File: src/rtl/awd_pkg.sv
`timescale 1ns/1ps
package awd_pkg;
    localparam int AWD_DW     = 32;
    localparam int AWD_SZW    = 16;
    localparam int AWD_PGW    = AWD_DW - AWD_SZW;
    localparam int AWD_TGW    = 4;
    localparam int AWD_ATW    = 8;
    localparam int AWD_EN_BIT = 0;
    localparam int AWD_TG_LSB = 4;
    localparam int AWD_AT_LSB = 8;
    localparam int AWD_SZ_LSB = 16;

    typedef enum logic [1:0] {
        SEL_CTRL = 2'd0,
        SEL_BASE = 2'd1,
        SEL_RLO  = 2'd2,
        SEL_RHI  = 2'd3
    } reg_sel_e;
endpackage

File: src/rtl/awd_regfile.sv
`timescale 1ns/1ps
module awd_regfile
    import awd_pkg::*;
#(
    parameter int NWIN   = 8,
    parameter int NREMAP = 4,
    localparam int WIN_W = (NWIN > 1) ? $clog2(NWIN) : 1,
    localparam int RA_W  = WIN_W + 2
) (
    input  logic                                  clk,
    input  logic                                  rst_n,
    input  logic                                  reg_wr,
    input  logic                                  reg_rd,
    input  logic [RA_W-1:0]                       reg_addr,
    input  logic [AWD_DW-1:0]                     reg_wdata,
    output logic [AWD_DW-1:0]                     reg_rdata,
    output logic [NWIN-1:0]                       win_en,
    output logic [NWIN-1:0][AWD_TGW-1:0]          win_tgt,
    output logic [NWIN-1:0][AWD_ATW-1:0]          win_attr,
    output logic [NWIN-1:0][AWD_SZW-1:0]          win_size,
    output logic [NWIN-1:0][AWD_SZW-1:0]          win_base,
    output logic [NREMAP-1:0][AWD_SZW-1:0]        rmp_lo,
    output logic [NREMAP-1:0][AWD_DW-1:0]         rmp_hi
);
    logic [NWIN-1:0][AWD_DW-1:0] ctrl_v;
    logic [NWIN-1:0][AWD_DW-1:0] base_v;
    logic [NWIN-1:0][AWD_DW-1:0] rlo_v;
    logic [NWIN-1:0][AWD_DW-1:0] rhi_v;
    logic [WIN_W-1:0]            win_sel;
    reg_sel_e                    reg_sel;
    logic [AWD_DW-1:0]           rd_word;
    logic [AWD_DW-1:0]           rdata_q;

    assign win_sel = reg_addr[RA_W-1:2];
    assign reg_sel = reg_sel_e'(reg_addr[1:0]);

    for (genvar w = 0; w < NWIN; w++) begin : g_win
        logic              wr_here;
        logic [AWD_DW-1:0] ctrl_q;
        logic [AWD_DW-1:0] base_q;

        assign wr_here = reg_wr && (win_sel == WIN_W'(w));

        always_ff @(posedge clk or negedge rst_n) begin
            if (!rst_n) begin
                ctrl_q <= '0;
                base_q <= '0;
            end else if (wr_here) begin
                if (reg_sel == SEL_CTRL) ctrl_q <= reg_wdata;
                if (reg_sel == SEL_BASE) base_q <= reg_wdata;
            end
        end

        assign ctrl_v[w]   = ctrl_q;
        assign base_v[w]   = base_q;
        assign win_en[w]   = ctrl_q[AWD_EN_BIT];
        assign win_tgt[w]  = ctrl_q[AWD_TG_LSB +: AWD_TGW];
        assign win_attr[w] = ctrl_q[AWD_AT_LSB +: AWD_ATW];
        assign win_size[w] = ctrl_q[AWD_SZ_LSB +: AWD_SZW];
        assign win_base[w] = base_q[AWD_PGW +: AWD_SZW];

        if (w < NREMAP) begin : g_rmp
            logic [AWD_DW-1:0] rlo_q;
            logic [AWD_DW-1:0] rhi_q;

            always_ff @(posedge clk or negedge rst_n) begin
                if (!rst_n) begin
                    rlo_q <= '0;
                    rhi_q <= '0;
                end else if (wr_here) begin
                    if (reg_sel == SEL_RLO) rlo_q <= reg_wdata;
                    if (reg_sel == SEL_RHI) rhi_q <= reg_wdata;
                end
            end

            assign rlo_v[w]  = rlo_q;
            assign rhi_v[w]  = rhi_q;
            assign rmp_lo[w] = rlo_q[AWD_PGW +: AWD_SZW];
            assign rmp_hi[w] = rhi_q;
        end else begin : g_flat
            assign rlo_v[w] = '0;
            assign rhi_v[w] = '0;
        end
    end

    always_comb begin
        rd_word = '0;
        if (int'(win_sel) < NWIN) begin
            unique case (reg_sel)
                SEL_CTRL: rd_word = ctrl_v[win_sel];
                SEL_BASE: rd_word = base_v[win_sel];
                SEL_RLO:  rd_word = rlo_v[win_sel];
                SEL_RHI:  rd_word = rhi_v[win_sel];
            endcase
        end
    end

    always_ff @(posedge clk or negedge rst_n) begin
        if (!rst_n)      rdata_q <= '0;
        else if (reg_rd) rdata_q <= rd_word;
    end

    assign reg_rdata = rdata_q;

    // remap selects of plain windows read back as zero
    assert_remap_hole_R3: assert property (@(posedge clk) disable iff (!rst_n)
        (reg_rd && (int'(win_sel) >= NREMAP) && reg_addr[1]) |=> (reg_rdata == '0));
endmodule

File: src/rtl/awd_match.sv
`timescale 1ns/1ps
module awd_match
    import awd_pkg::*;
#(
    parameter int NWIN = 8
) (
    input  logic [NWIN-1:0]              win_en,
    input  logic [NWIN-1:0][AWD_SZW-1:0] win_size,
    input  logic [NWIN-1:0][AWD_SZW-1:0] win_base,
    input  logic [AWD_SZW-1:0]           lk_page,
    output logic [NWIN-1:0]              match
);
    for (genvar w = 0; w < NWIN; w++) begin : g_cmp
        logic [AWD_SZW-1:0] keep;
        assign keep     = ~win_size[w];
        assign match[w] = win_en[w] && ((lk_page & keep) == (win_base[w] & keep));
    end
endmodule

File: src/rtl/awd_select.sv
`timescale 1ns/1ps
module awd_select
    import awd_pkg::*;
#(
    parameter int NWIN   = 8,
    parameter int NREMAP = 4,
    localparam int WIN_W = (NWIN > 1) ? $clog2(NWIN) : 1
) (
    input  logic                           clk,
    input  logic                           rst_n,
    input  logic [NWIN-1:0]                match,
    input  logic [NWIN-1:0][AWD_TGW-1:0]   win_tgt,
    input  logic [NWIN-1:0][AWD_ATW-1:0]   win_attr,
    input  logic [NWIN-1:0][AWD_SZW-1:0]   win_size,
    input  logic [NREMAP-1:0][AWD_SZW-1:0] rmp_lo,
    input  logic [NREMAP-1:0][AWD_DW-1:0]  rmp_hi,
    input  logic [AWD_DW-1:0]              lk_addr,
    output logic                           sel_hit,
    output logic [WIN_W-1:0]               sel_win,
    output logic [AWD_TGW-1:0]             sel_tgt,
    output logic [AWD_ATW-1:0]             sel_attr,
    output logic [AWD_DW-1:0]              sel_addr,
    output logic [AWD_DW-1:0]              sel_addr_hi
);
    logic [NWIN-1:0]              grant;
    logic [NWIN-1:0][AWD_DW-1:0]  xl_addr;
    logic [NWIN-1:0][AWD_DW-1:0]  xl_hi;

    // isolate the lowest set bit: lowest window number wins
    assign grant = match & (~match + NWIN'(1));

    for (genvar w = 0; w < NWIN; w++) begin : g_xl
        if (w < NREMAP) begin : g_rmp
            assign xl_addr[w] = {(rmp_lo[w] & ~win_size[w]) |
                                 (lk_addr[AWD_PGW +: AWD_SZW] & win_size[w]),
                                 lk_addr[AWD_PGW-1:0]};
            assign xl_hi[w]   = rmp_hi[w];
        end else begin : g_flat
            assign xl_addr[w] = lk_addr;
            assign xl_hi[w]   = '0;
        end
    end

    always_comb begin
        sel_hit     = 1'b0;
        sel_win     = '0;
        sel_tgt     = '0;
        sel_attr    = '0;
        sel_addr    = lk_addr;
        sel_addr_hi = '0;
        for (int w = 0; w < NWIN; w++) begin
            if (grant[w]) begin
                sel_hit     = 1'b1;
                sel_win     = WIN_W'(w);
                sel_tgt     = win_tgt[w];
                sel_attr    = win_attr[w];
                sel_addr    = xl_addr[w];
                sel_addr_hi = xl_hi[w];
            end
        end
    end

    // at most one window granted, and one whenever any matches
    assert_single_grant_R6: assert property (@(posedge clk) disable iff (!rst_n)
        $onehot0(grant) && ((|grant) == (|match)));
endmodule

File: src/rtl/awd_decoder.sv
`timescale 1ns/1ps
module awd_decoder
    import awd_pkg::*;
#(
    parameter int NWIN   = 8,
    parameter int NREMAP = 4,
    localparam int WIN_W = (NWIN > 1) ? $clog2(NWIN) : 1,
    localparam int RA_W  = WIN_W + 2
) (
    input  logic               clk,
    input  logic               rst_n,
    input  logic               reg_wr,
    input  logic               reg_rd,
    input  logic [RA_W-1:0]    reg_addr,
    input  logic [AWD_DW-1:0]  reg_wdata,
    output logic [AWD_DW-1:0]  reg_rdata,
    input  logic               lk_valid,
    input  logic [AWD_DW-1:0]  lk_addr,
    output logic               res_valid,
    output logic               res_hit,
    output logic               res_miss,
    output logic [WIN_W-1:0]   res_win,
    output logic [AWD_TGW-1:0] res_target,
    output logic [AWD_ATW-1:0] res_attr,
    output logic [AWD_DW-1:0]  res_addr,
    output logic [AWD_DW-1:0]  res_addr_hi
);
    logic [NWIN-1:0]                win_en;
    logic [NWIN-1:0][AWD_TGW-1:0]   win_tgt;
    logic [NWIN-1:0][AWD_ATW-1:0]   win_attr;
    logic [NWIN-1:0][AWD_SZW-1:0]   win_size;
    logic [NWIN-1:0][AWD_SZW-1:0]   win_base;
    logic [NREMAP-1:0][AWD_SZW-1:0] rmp_lo;
    logic [NREMAP-1:0][AWD_DW-1:0]  rmp_hi;
    logic [NWIN-1:0]                match;

    logic                           sel_hit;
    logic [WIN_W-1:0]               sel_win;
    logic [AWD_TGW-1:0]             sel_tgt;
    logic [AWD_ATW-1:0]             sel_attr;
    logic [AWD_DW-1:0]              sel_addr;
    logic [AWD_DW-1:0]              sel_addr_hi;

    awd_regfile #(.NWIN(NWIN), .NREMAP(NREMAP)) u_regs (
        .clk       (clk),
        .rst_n     (rst_n),
        .reg_wr    (reg_wr),
        .reg_rd    (reg_rd),
        .reg_addr  (reg_addr),
        .reg_wdata (reg_wdata),
        .reg_rdata (reg_rdata),
        .win_en    (win_en),
        .win_tgt   (win_tgt),
        .win_attr  (win_attr),
        .win_size  (win_size),
        .win_base  (win_base),
        .rmp_lo    (rmp_lo),
        .rmp_hi    (rmp_hi)
    );

    awd_match #(.NWIN(NWIN)) u_match (
        .win_en   (win_en),
        .win_size (win_size),
        .win_base (win_base),
        .lk_page  (lk_addr[AWD_PGW +: AWD_SZW]),
        .match    (match)
    );

    awd_select #(.NWIN(NWIN), .NREMAP(NREMAP)) u_sel (
        .clk         (clk),
        .rst_n       (rst_n),
        .match       (match),
        .win_tgt     (win_tgt),
        .win_attr    (win_attr),
        .win_size    (win_size),
        .rmp_lo      (rmp_lo),
        .rmp_hi      (rmp_hi),
        .lk_addr     (lk_addr),
        .sel_hit     (sel_hit),
        .sel_win     (sel_win),
        .sel_tgt     (sel_tgt),
        .sel_attr    (sel_attr),
        .sel_addr    (sel_addr),
        .sel_addr_hi (sel_addr_hi)
    );

    always_ff @(posedge clk or negedge rst_n) begin
        if (!rst_n) begin
            res_valid   <= 1'b0;
            res_hit     <= 1'b0;
            res_miss    <= 1'b0;
            res_win     <= '0;
            res_target  <= '0;
            res_attr    <= '0;
            res_addr    <= '0;
            res_addr_hi <= '0;
        end else begin
            res_valid <= lk_valid;
            res_hit   <= lk_valid && sel_hit;
            res_miss  <= lk_valid && !sel_hit;
            if (lk_valid) begin
                res_win     <= sel_win;
                res_target  <= sel_tgt;
                res_attr    <= sel_attr;
                res_addr    <= sel_addr;
                res_addr_hi <= sel_addr_hi;
            end
        end
    end

    // one outcome per result, none when idle
    assert_one_outcome_R11: assert property (@(posedge clk) disable iff (!rst_n)
        res_valid ? (res_hit ^ res_miss) : (!res_hit && !res_miss));

    // result appears exactly one cycle after the request
    assert_result_follows_R10: assert property (@(posedge clk) disable iff (!rst_n)
        lk_valid |=> res_valid);
    assert_no_spurious_R10: assert property (@(posedge clk) disable iff (!rst_n)
        !lk_valid |=> !res_valid);

    // a miss leaves the address untouched and the fields clear
    assert_miss_passthru_R7: assert property (@(posedge clk) disable iff (!rst_n)
        (res_valid && res_miss) |-> (res_addr == $past(lk_addr) && res_win == '0 &&
                                     res_target == '0 && res_attr == '0 && res_addr_hi == '0));

    // plain windows never translate
    assert_flat_window_R9: assert property (@(posedge clk) disable iff (!rst_n)
        (res_valid && res_hit && (int'(res_win) >= NREMAP)) |->
            (res_addr == $past(lk_addr) && res_addr_hi == '0));
endmodule

File: config.mk
export PLATFORM = sky130hd
export DESIGN_NAME = awd_decoder
export DESIGN_NICKNAME = d
export VERILOG_FILES = /design/src/rtl/awd_pkg.sv /design/src/rtl/awd_regfile.sv /design/src/rtl/awd_match.sv /design/src/rtl/awd_select.sv /design/src/rtl/awd_decoder.sv
export SDC_FILE = /design/constraint.sdc
export NUM_CORES = 2
export LEC_CHECK = 0
export BUFFER_PORTS_ARGS = -buffer_cell sky130_fd_sc_hd__buf_2
export CAP_MARGIN = 20
export CELL_PAD_IN_SITES_DETAIL_PLACEMENT = 1
export CELL_PAD_IN_SITES_GLOBAL_PLACEMENT = 2
export CORE_MARGIN = 2
export CORE_UTILIZATION = 40
export DETAILED_ROUTE_END_ITERATION = 10
export PLACE_DENSITY_LB_ADDON = 0.2
export SLEW_MARGIN = 10
export SYNTH_ARGS = -nofsm -noshare
export SYNTH_HDL_FRONTEND = slang
export SYNTH_SLANG_ARGS = --single-unit
File: constraint.sdc
create_clock -name clk -period 7.82 [get_ports clk]
set_input_delay 0.391 -clock clk [delete_from_list [all_inputs] [get_ports clk]]
set_output_delay 0.391 -clock clk [all_outputs]
set_load 0.02 [all_outputs]
Yosys cells after proc, flatten, opt, wreduce, memory -nomap -nowiden. Cells that the tools add are included.

Div/mod/pow operators: 0. Multiply operators: 0. Order comparisons: 1. Mux-type cells: 56. Add/subtract/negate cells: 1. Bitwise gates (word level): 38. Reductions and logical operators: 45. Equal/unequal tests: 18. Shifts and indexed selects: 0.

Operators with widths (number): $mux W32 (20); $and A16 B16 Y16 (24); $bmux W32 S3 (4); $eq A16 B16 Y1 (8); $not A16 Y16 (8); $pmux W32 S4 (1); $mux W8 (8); $or A16 B16 Y16 (4); $reduce_and A2 Y1 (24); $mux W4 (8); $logic_and A1 B1 Y1 (18); $eq A3 B3 Y1 const B (4); $mux W3 (4); $mux W1 (9); $add A8 B1 Y8 const B (1); $and A8 B8 Y8 (1); $not A8 Y8 (1); $eq A3 B2 Y1 const B (2); $eq A2 B2 Y1 const B (2); $lt A3 B4 Y1 const B (1); $mux W2 (2); $eq A3 B1 Y1 const B (1); $logic_not A3 Y1 (1); $eq A2 B1 Y1 const B (1); other kinds (2) (2).

Memory bits (read-only): 0. Register bits: 882. Latch bits: 0. Memory bits (writable): 0. Memories: 0.

Logic depth before layout (Yosys ltp).
Word-level depth: 17. Depth in mapped cells: 12. Gate-level depth less buffers: 8.

Hierarchy. A second synthesis with hierarchy kept.

Cells, all modules: 3916. Area, all modules: 48773.0 sq um.

By module, submodules not included: awd_regfile (cells an instance 2822, sequential area each 20019.2 sq um, instances 1, area an instance 39186.3 sq um); awd_select (cells an instance 672, sequential area each 0.0 sq um, instances 1, area an instance 4292.9 sq um); awd_decoder (cells an instance 172, sequential area each 2052.0 sq um, instances 1, area an instance 3413.3 sq um); awd_match (cells an instance 250, sequential area each 0.0 sq um, instances 1, area an instance 1880.6 sq um).

Least setup slack after synthesis. OpenSTA, ideal clock, no wires.

Kind: input to register. Start point: in reg_addr[3]. End point: reg u_regs.g_win[7].ctrl_q[21]. Data required time: 7.695 ns. Setup time: 0.125 ns. Slack: 5.176 ns. Data arrival time: 2.519 ns. Buffers on the path: 4. Cell stages on the path: 7. Cell sequence: clkbuf_1 -> clkbuf_1 -> buf_2 -> nand2_1 -> nor3_1 -> buf_2 -> mux2_2.

Word-level cells in the longest chain between the ends: 3.

Ends and longest elaborated chain: from (decl) (RTL line awd_decoder.sv:14) `input logic [RA_W-1:0] reg_addr,`; $eq A3 B3 Y1 (RTL line awd_regfile.sv:42) `assign wr_here = reg_wr && (win_sel == WIN_W'(w));`; $logic_and A1 B1 Y1 (RTL line awd_regfile.sv:42); $reduce_and A2 Y1 (no line); to (signal assigned) (RTL line awd_regfile.sv:49) `if (reg_sel == SEL_CTRL) ctrl_q <= reg_wdata;`; to (decl) (RTL line awd_regfile.sv:39) `logic [AWD_DW-1:0] ctrl_q;`.

No other way between the ends. A chain may end at the register's enable or synchronous reset.

Worst setup path after layout.
Start point: reg u_regs.g_win[5].base_q[20]. End point: reg res_attr[5].

Word-level cells in the longest chain between the ends: 9.

Ends and longest elaborated chain: from (decl) (RTL line awd_regfile.sv:40) `logic [AWD_DW-1:0] base_q;`; from (signal assigned) (RTL line awd_regfile.sv:50) `if (reg_sel == SEL_BASE) base_q <= reg_wdata;`; $and A16 B16 Y16 (*) (RTL line awd_match.sv:16) `assign match[w] = win_en[w] && ((lk_page & keep) == (win_base[w] & keep));`; $eq A16 B16 Y1 (*) (RTL line awd_match.sv:16); $logic_and A1 B1 Y1 (*) (RTL line awd_match.sv:16); $not A8 Y8 (RTL line awd_select.sv:30) `assign grant = match & (~match + NWIN'(1));`; $add A8 B1 Y8 (RTL line awd_select.sv:30); $and A8 B8 Y8 (*) (RTL line awd_select.sv:30); $mux W8 (2 in series) (RTL line awd_select.sv:52) `if (grant[w]) begin`; $mux W8 (*) (RTL line awd_select.sv:52); to (signal assigned) (RTL line awd_decoder.sv:104) `res_attr <= sel_attr;`; to (decl) (RTL line awd_decoder.sv:24) `output logic [AWD_ATW-1:0] res_attr,`.

Every way passes the cells marked *; elsewhere a longest branch is shown, timed or not.

==> qor.yml <==
grt:
  grt_overflow_total: 0
  grt_usage_pct: 28.9
  grt_pass1_vias: 32000
  grt_max_degree: 156
  grt_pass1_wl_mm: 234
  antenna_found_initial: 8
yosys:
  synth_largest_area_cell: "dfrtp_1"
  synth-edff-count: 0
  synth_area_leaders: "dfrtp_1 51%, mux2_2 21%, mux4_2 11%"
  synth_seq_area_share_pct: 50.9
  synthFlopType: "dfrtp_1"
  synth_area_um2: 43400
  syn_nets: 3246
  synth_cell_types: 61
  syn_avg_cell_area_um2: 13.7
  ys_warn_count: 0
  async_flop_share_pct: 100
  synth_top_cell_area_share_pct: 50.9
  syn_inst: 3172
  ys_ff_latch: 882
placement:
  portBuffers: 187
  placedCellCount: 4527
  pre_cts_slack_ps: 3190
  place_area_um2: 45700
  place_hpwl_mm: 101
  gp_congestion: 0.875
worst_setup_path:
  arrival_ps: 4940
  endpoint_kind: "register"
  crit_type: "register to register"
  worst_path_most_repeated_cell: "o22ai_1"
  startpoint_type: "register"
  cp_max_fo: 13
  crit_path_cell_trace: "xnor2_1 -> o22ai_1 -> nor4_1 -> o2111ai_1 -> nor2b_1 -> nand2_1 -> o221ai_1 -> o22ai_1"
  worst_path_max_delay_cell: "nor2b_1"
  crit_required_ps: 8370
  max_stage_delay_ps: 900
clock_tree:
  cts_resized: 0
  htreeDepth: 3
  clkLatencyLatePin_ps: 700
  clockRootBuffer: "clkbuf_16"
  path_clk_slew_ps: 60
  cts_tree: "yes"
  clock_path_buffers: 3
  cts_buffers: 102
  cts_sinks: 882
floorplan:
  io_pins: 188
  die_x_um: 333
  fp.coreArea_um2: 107000
  initial_utilization_pct: 40.4
  die_area_um2: 111000
  rows: 120
  die_y_um: 333
drt:
  wl_per_cell_um: 33.9
  dr.pass1.iters: 5
  num_vias: 29800
  drt_iter0_markers: 2508
  routed_wirelength_mm: 161
  ant_nets: 0
  route.detailed.drc: 0
  routed_via_density: 6.29
final_layout:
  area_growth_pct: 13.5
  fin_nets: 3320
  post-route-util_pct: 45.9
  multi_input_area_um2: 20200
  fill_cells: 10700
  fin_cells: 4734
  ff_latch_area_um2: 22100
  finish.instance_area_um2: 49300
  drive_gt1_share_pct: 44.2
pwr:
  p_leak_nw: 21.4
  pwr_density_cell_nw_per_um2: 275
  max-vdd-ir-drop_mv: 0.190
  p_total_mw: 13.6
sta:
  finalClockSkew_ps: 22.3
  rsz0062_at_grt: "false"
  setup_viol: 0
  fin_crit_ps: 4390
  period_share_pct: 56.1
  maxSlewHeadroom_pct: 19.6
  holdWs_ps: 90.6
  slew_viol_final: 0
  hold_viol: 0
  fmax_mhz: 228
  layout_setup_ws_ps: 3430
  fin_setup_tns_ps: 0
  worst_pin_slew_ps: 1210
flow_run:
  drv_cap: 0
run_status:
  status: "complete, no violations"
worst_hold_path:
  hold_class: "primary input to register"
[cells in the mapped netlist, drive strengths merged, types with 30 or more instances]
master / number
mux2: 807
o21ai: 30
nor4: 36
a22oi: 39
mux2i: 50
clkbuf: 188
dfrtp: 882
a21oi: 104
o21a: 30
o221ai: 30
buf: 106
nand2: 40
inv: 47
nor2: 155
a221oi: 33
o22ai: 82
mux4: 206
xnor2: 128
a2bb2oi: 30
[flip-flops by register name (all words and copies together), names as in the netlist]
signal / cells
res_valid: 1
res_target: 4
res_hit: 1
u_regs.g_win.g_rmp.rhi_q: 128
u_regs.g_win.base_q: 256
res_addr: 32
u_regs.reg_rdata: 32
u_regs.g_win.ctrl_q: 256
res_win: 3
u_regs.g_win.g_rmp.rlo_q: 128
res_miss: 1
res_addr_hi: 32
res_attr: 8
[logic make-up after synthesis]
kind of cell	Yosys count	share of synthesized area [%]
xor+xnor	128	2.58
flops	882	50.9
buf+inv	341	3.14
mux	1063	32.8
compound gates	455	7.33
simple gates	303	3.31
[layout by cell type, fill, tap and decap left out, drive strengths merged, types with 5 or more instances in the layout]
cell type and n:
clkbuf 145, and3 5, dfrtp 882, a211oi 8, o221ai 30, nor2b 14, mux2i 50, a22oi 39
a221oi 33, mux2 807, xnor2 128, o22ai 82, o21ai 30, a32oi 15, o21a 30, inv 51
a31o 11, clkinv 26, nand3 14, a21oi 104, nand4 5, o22a 7, mux4 206, nand2 40
o311ai 15, o31ai 5, bufinv 9, dlygate4sd3 18, nor4 36, o2111ai 5, nor3 12, a2bb2oi 30
nand2b 8, nor2 155, buf 245
[power by group]
group	switching (mW)	internal, mW
sequential	0.746	5.40
combinational	1.19	1.32
clock	2.03	2.88
[metal layers]
| metal | GRT usage (%) | wire length, µm | part of all wire, % |
|---|---|---|---|
| met1 | 39.3 | 68700 | 43 |
| met2 | 47.3 | 77300 | 48 |
| met3 | 3.89 | 8410 | 5.2 |
| met4 | 10.5 | 6090 | 3.8 |
| met5 | 0 | 15 | 0.0093 |
[critical path, delay by kind of cell (launching register included)]
| kind | cells | cell delay, ps |
|---|---|---|
| simple gates | 3 | 2370 |
| compound gates | 4 | 1210 |
| flops | 1 | 400 |
| xor+xnor | 1 | 260 |
[path summary, 6_finish.rpt]
check,from,to,slack [ps],cells after the start
max in group asynchronous,rst_n,u_regs.g_win[4].base_q[3]$_DFFE_PN0P_,5490,4
min,lk_valid,res_valid$_DFF_PN0_,90,1
max reg2reg,u_regs.g_win[5].base_q[20]$_DFFE_PN0P_,res_attr[5]$_DFFE_PN0P_,3430,8
max,u_regs.g_win[5].base_q[20]$_DFFE_PN0P_,res_attr[5]$_DFFE_PN0P_,3430,8
min in group asynchronous,rst_n,u_regs.reg_rdata[25]$_DFFE_PN0P_,270,2
min reg2reg,u_regs.reg_rdata[23]$_DFFE_PN0P_,u_regs.reg_rdata[23]$_DFFE_PN0P_,470,1
[final cells by class]
| class | instances | area share (%) |
|---|---|---|
| flip-flops and latches | 882 | 44.8 |
| repair buffers | 264 | 3.45 |
| inverters | 47 | 0.361 |
| diodes | 3 | 0.0152 |
| clock buffers | 144 | 5.89 |
| clock inverters | 42 | 1.04 |
| multi-input cells | 1949 | 40.9 |
| well taps | 1403 | 3.56 |
[what timing repair did]
action | in CTS | in global routing
hold buffers | 18 | 0
hold endpoints to repair | 83 | 0
buffers inserted | 0 | 0
Note: power is estimated with default switching activity, not from simulation.
